**src/rtl/mdiv_pkg.sv**
```systemverilog
package mdiv_pkg;

    localparam int DIV_W_DEF   = 6;
    localparam int NOM_DEF     = 50;
    localparam int MIN_DEF     = 45;
    localparam int MAX_DEF     = 55;
    localparam int SYNC_DEF    = 2;

    // bit positions of the packed control sample
    localparam int CTL_W = 4;

    typedef struct packed {
        logic sclk;
        logic sdat;
        logic sld;
        logic mode;
    } ctl_sample_t;

    typedef enum logic [1:0] {
        EV_NONE    = 2'b00,
        EV_SHIFT   = 2'b01,
        EV_CAPTURE = 2'b10
    } ser_event_t;

    function automatic logic in_window(input logic [7:0] v,
                                       input int lo, input int hi);
        return (int'(v) >= lo) && (int'(v) <= hi);
    endfunction

endpackage

```
**src/rtl/mdiv_sync.sv**
```systemverilog
module mdiv_sync #(
    parameter int W      = 4,
    parameter int STAGES = 2
) (
    input  logic         clk,
    input  logic         rst,
    input  logic [W-1:0] d_i,
    output logic [W-1:0] q_o
);

    logic [W-1:0] stage_q [STAGES];

    genvar g;
    generate
        for (g = 0; g < STAGES; g++) begin : g_stage
            if (g == 0) begin : g_first
                always_ff @(posedge clk) begin
                    if (rst) stage_q[g] <= '0;
                    else     stage_q[g] <= d_i;
                end
            end else begin : g_next
                always_ff @(posedge clk) begin
                    if (rst) stage_q[g] <= '0;
                    else     stage_q[g] <= stage_q[g-1];
                end
            end
        end
    endgenerate

    assign q_o = stage_q[STAGES-1];

endmodule

```
**src/rtl/mdiv_shifter.sv**
```systemverilog
module mdiv_shifter
    import mdiv_pkg::*;
#(
    parameter int DIV_W   = DIV_W_DEF,
    parameter int NOM_DIV = NOM_DEF
) (
    input  logic             clk,
    input  logic             rst,
    input  logic             sclk_s,
    input  logic             sdat_s,
    input  logic             sld_s,
    output logic [DIV_W-1:0] held_o
);

    localparam logic [DIV_W-1:0] NOM_V = DIV_W'(NOM_DIV);

    logic             sclk_d;
    logic             sld_d;
    logic [DIV_W-1:0] shreg_q;
    logic [DIV_W-1:0] held_q;
    ser_event_t       ev;

    // classify the current cycle; shifting needs the strobe high,
    // capture needs it falling, so both can never coincide
    always_comb begin
        ev = EV_NONE;
        if (sld_s && sclk_s && !sclk_d)
            ev = EV_SHIFT;
        else if (!sld_s && sld_d)
            ev = EV_CAPTURE;
    end

    always_ff @(posedge clk) begin
        if (rst) begin
            sclk_d  <= 1'b0;
            sld_d   <= 1'b0;
            shreg_q <= '0;
            held_q  <= NOM_V;
        end else begin
            sclk_d <= sclk_s;
            sld_d  <= sld_s;
            case (ev)
                EV_SHIFT:   shreg_q <= {shreg_q[DIV_W-2:0], sdat_s};
                EV_CAPTURE: held_q  <= shreg_q;
                default:    ;
            endcase
        end
    end

    assign held_o = held_q;

endmodule

```
**src/rtl/mdiv_select.sv**
```systemverilog
module mdiv_select
    import mdiv_pkg::*;
#(
    parameter int DIV_W   = DIV_W_DEF,
    parameter int NOM_DIV = NOM_DEF,
    parameter int MIN_DIV = MIN_DEF,
    parameter int MAX_DIV = MAX_DEF
) (
    input  logic             clk,
    input  logic             rst,
    input  logic             mode_s,
    input  logic [DIV_W-1:0] held_i,
    output logic [DIV_W-1:0] div_o,
    output logic             ok_o
);

    localparam logic [DIV_W-1:0] NOM_V = DIV_W'(NOM_DIV);

    logic [DIV_W-1:0] pick;
    logic [DIV_W-1:0] div_q;
    logic             ok_q;

    always_comb begin
        pick = mode_s ? held_i : NOM_V;
    end

    always_ff @(posedge clk) begin
        if (rst) begin
            div_q <= NOM_V;
            ok_q  <= in_window(8'(NOM_DIV), MIN_DIV, MAX_DIV);
        end else begin
            div_q <= pick;
            ok_q  <= in_window(8'(pick), MIN_DIV, MAX_DIV);
        end
    end

    assign div_o = div_q;
    assign ok_o  = ok_q;

endmodule

```
**src/rtl/mdiv_serial_ctrl.sv**
```systemverilog
module mdiv_serial_ctrl
    import mdiv_pkg::*;
#(
    parameter int DIV_W       = DIV_W_DEF,
    parameter int NOM_DIV     = NOM_DEF,
    parameter int MIN_DIV     = MIN_DEF,
    parameter int MAX_DIV     = MAX_DEF,
    parameter int SYNC_STAGES = SYNC_DEF
) (
    input  logic             clk,
    input  logic             rst,
    input  logic             ser_clk_i,
    input  logic             ser_dat_i,
    input  logic             ser_ld_i,
    input  logic             margin_en_i,
    output logic [DIV_W-1:0] div_o,
    output logic             div_ok_o
);

    ctl_sample_t      raw;
    ctl_sample_t      syn;
    logic [DIV_W-1:0] held;

    always_comb begin
        raw.sclk = ser_clk_i;
        raw.sdat = ser_dat_i;
        raw.sld  = ser_ld_i;
        raw.mode = margin_en_i;
    end

    mdiv_sync #(
        .W      (CTL_W),
        .STAGES (SYNC_STAGES)
    ) u_sync (
        .clk (clk),
        .rst (rst),
        .d_i (raw),
        .q_o (syn)
    );

    mdiv_shifter #(
        .DIV_W   (DIV_W),
        .NOM_DIV (NOM_DIV)
    ) u_shift (
        .clk    (clk),
        .rst    (rst),
        .sclk_s (syn.sclk),
        .sdat_s (syn.sdat),
        .sld_s  (syn.sld),
        .held_o (held)
    );

    mdiv_select #(
        .DIV_W   (DIV_W),
        .NOM_DIV (NOM_DIV),
        .MIN_DIV (MIN_DIV),
        .MAX_DIV (MAX_DIV)
    ) u_sel (
        .clk    (clk),
        .rst    (rst),
        .mode_s (syn.mode),
        .held_i (held),
        .div_o  (div_o),
        .ok_o   (div_ok_o)
    );

endmodule

```
**config.mk**
```make
export PLATFORM = sky130hd
export DESIGN_NAME = mdiv_serial_ctrl
export DESIGN_NICKNAME = d
export VERILOG_FILES = /design/src/rtl/mdiv_pkg.sv /design/src/rtl/mdiv_sync.sv /design/src/rtl/mdiv_shifter.sv /design/src/rtl/mdiv_select.sv /design/src/rtl/mdiv_serial_ctrl.sv
export SDC_FILE = /design/constraint.sdc
export NUM_CORES = 1
export LEC_CHECK = 0
export ABC_CLOCK_PERIOD_IN_PS = 1200
export BUFFER_PORTS_ARGS = -buffer_cell sky130_fd_sc_hd__buf_2
export CORE_MARGIN = 2
export CORE_UTILIZATION = 52
export DETAILED_ROUTE_END_ITERATION = 10
export GPL_TIMING_DRIVEN = 0
export PLACE_DENSITY_LB_ADDON = 0.3
export SYNTH_ARGS = -nofsm -noshare
export SYNTH_HDL_FRONTEND = slang
export SYNTH_HIERARCHICAL = 1
export SYNTH_SLANG_ARGS = --single-unit
```
**constraint.sdc**
```tcl
create_clock -name clk -period 1.2 [get_ports clk]
set_input_delay 0.24 -clock clk [delete_from_list [all_inputs] [get_ports clk]]
set_output_delay 0.24 -clock clk [all_outputs]
set_load 0.005 [all_outputs]
```
==> flow_summary.yaml <==
outcome:
  outcome: "finished, final reports clean"
drt:
  wl_met2_um: 682
  viasPerCell: 4.651
  drt_first_pass_iters: 3
  drc: 0
  maxUsedRoutingLayer: "met4"
  wl_per_cell_um: 10.60
  antenna_left: 0
  vias: 600
  route.met3.wl_um: 65
  wl_mm: 1.367
  drt_iter0_markers: 10
  wirelength_met1_um: 604
global_route:
  grt_usage: 0.1556
  overflow: 0
  grt_max_degree: 15
  grt_first_pass_wirelength_mm: 2.173
  antenna_found_initial: 0
  grt_pass1_vias: 541
worst_setup_path:
  worstSetupPathType: "reg2out"
  start_kind: "flop"
  r2r_slack_ns: 0.24
  end_kind: "output pin"
  crit_path_top_delay_cell: "dfxtp_1"
  worstPathArrival_ns: 0.73
  r2r_end: "u_shift/shreg_q[4]"
  cp_num_buf_inv: 1
  crit_family: "flip-flops"
  cp_max_fo: 1
  max_stage_delay_ns: 0.31
  reg2regPathDepth: 3
  cp.required_ns: 0.96
  reg2reg_from: "u_sync/stage_q[1][1]"
  cp_cell_sequence: "buf_2"
sta:
  setup_tns_ns: 0
  max-slew-margin-rel: 0.8313
  worst_pin_slew_ns: 0.2530
  period_needed_ns: 0.9701
  hold_viol: 0
  setup_viol: 0
  rsz0062_at_grt: "false"
  fmax_mhz: 1031
  fin_worst_skew_ns: 0.007267
  post-route-period-util: 0.8084
  final_max_slew_viol_count: 0
logic_synthesis:
  yosys.area.top_type: "dfxtp_1"
  async_flop_share: 0
  netlist_top_cells_area: "dfxtp_1 62%, nor2b_1 6.7%, mux2i_1 6.5%"
  synth-seq-area-share: 0.6237
  syn_inst: 84
  syn-cell-area_um2: 930.9
  synth_top_area_frac: 0.6237
  syn_nets: 90
  yosysWarnings: 6
  syn_avg_cell_area_um2: 11.08
  synth_cell_types: 17
  synth-main-ff-cell: "dfxtp_1"
  ys_seq_elements: 29
  ys_top_cells_by_count: "29 x dfxtp_1, 12 x nand2_1, 10 x nor2b_1, 6 x mux2i_1, 6 x nor2_1"
  synth_edf_count: 0
  yosysMostFrequentCell: "dfxtp_1"
run:
  drv_cap: 0
floorplanning:
  rows: 15
  io_pins: 13
  core-area_um2: 1708
  die_x_um: 46.31
  start_util: 0.5451
  die_h_um: 46.31
  dieArea_um2: 2145
cts:
  clkTransAtPathRegs_ns: 0.08
  cts_buffer_depth: 2
  cts_tree: "done"
  post-cts-setup-buffers: 0
  cts_hold_repair.buffers: 0
  cts-resized-gates: 0
  h-tree-depth: 2
  cts_buffers: 5
  clkSinkCount: 29
  clock-root-buffer: "clkbuf_4"
  clk_latency_ns: 0.31
power:
  vdd.ir_drop.worst_mv: 1.167
  p_leak_nw: 0.4931
  power_density_nw_per_um2: 1461
placement:
  gp_congestion: 0.6847
  portBuffers: 12
  dp_hpwl_um: 934.4
worst_hold_path:
  min_to: "u_sync/stage_q[0][1]"
  hp-class: "in2reg"
  worstHoldStart: "ser_ld_i"
  hold_depth: 2
finish:
  register_area_um2: 580.6
  layout-drive-gt1-share: 0.2115
  nFillCells: 145
  antennaDiodeCount: 0
  syn_to_final_growth_pct: 15.05
  nets: 109
  final_core_util: 0.6271
  multi_input_area_um2: 345.3
[where the power goes]
part	internal [mW]	switching [mW]	leakage, nW
Clock	0.233	0.294	0.0265
Sequential	0.980	0.00945	0.236
Combinational	0.0254	0.0240	0.231
Total	1.24	0.327	0.493
[through the flow]
stage	setup WS [ns]	std cells	total power, mW	hold slack (ns)	cell area [µm²]
floorplan	0.3644	84	1.040	0.3116	930.9
global placement	0.2816	121	1.059	0.4157	1022
detailed placement	0.2606	121	1.062	0.4223	1022
CTS	0.2062	129	1.586	0.1293	1071
global route	0.1591	129	1.641	0.1255	1071
finish	0.2299	129	1.565	0.1372	1071
[cells by family after synthesis]
kind of cell / count (synthesis) / share of synthesized area
DFF: 29 / 0.6237
muxes: 6 / 0.06452
AOI/OAI and AO/OA: 5 / 0.02956
and+or+nand+nor: 43 / 0.2769
buffers and inverters: 1 / 0.005371
[worst max-delay path by stage]
| stage | from | cells after the start | endpoint | slack, ns |
|---|---|---|---|---|
| after CTS | u_sel/div_o[5] | 1 | div_o[5] | 0.21 |
| after global routing | u_sel/div_o[5] | 1 | div_o[5] | 0.16 |
| final | u_sel/div_o[5] | 1 | div_o[5] | 0.23 |
| after floorplan | u_sync/stage_q[1][1] | 3 | u_shift/shreg_q[0] | 0.36 |
| after global placement | rst | 3 | u_shift/shreg_q[5] | 0.28 |
| after detailed placement | rst | 3 | u_shift/shreg_q[3] | 0.26 |
[per-layer routing]
metal,vias to the layer above,track usage
met5,-,0
met4,0,0.1029
met3,2,0.07059
met2,15,0.2611
met1,272,0.1516
li1,311,-
[registers in the layout, indices dropped and copies added, names as in the netlist]
signal,cells
u_shift/shreg_q,6
u_sel/ok_o,1
u_sel/div_o,6
u_shift/held_o,6
u_sync/stage_q,8
u_shift/sld_d,1
u_shift/sclk_d,1
[cells in the final DEF, fill, tap and decap left out]
cell,netlist,routed
dfxtp_1,29,29
buf_2,1,13
nand2_1,12,12
nor2b_1,10,10
mux2i_1,6,6
nor2_1,6,6
clkbuf_4,0,5
nand3b_1,4,4
clkbuf_1,0,3
and2_1,3,3
nand2b_1,3,3
a21oi_1,3,3
nor2b_4,1,1
nand4b_1,1,1
o21ai_0,1,1
o211ai_1,1,1
nor2b_2,1,1
nand2b_2,1,1
nand3b_4,1,1
[area by class of cell]
type	count	share of cell area
multi-input combinational	54	0.3224
timing repair buffer	12	0.05607
tap	25	0.02921
sequential	29	0.5421
buffer	1	0.004673
clock buffer	8	0.04556
Note: power is estimated with default switching activity, not from simulation.
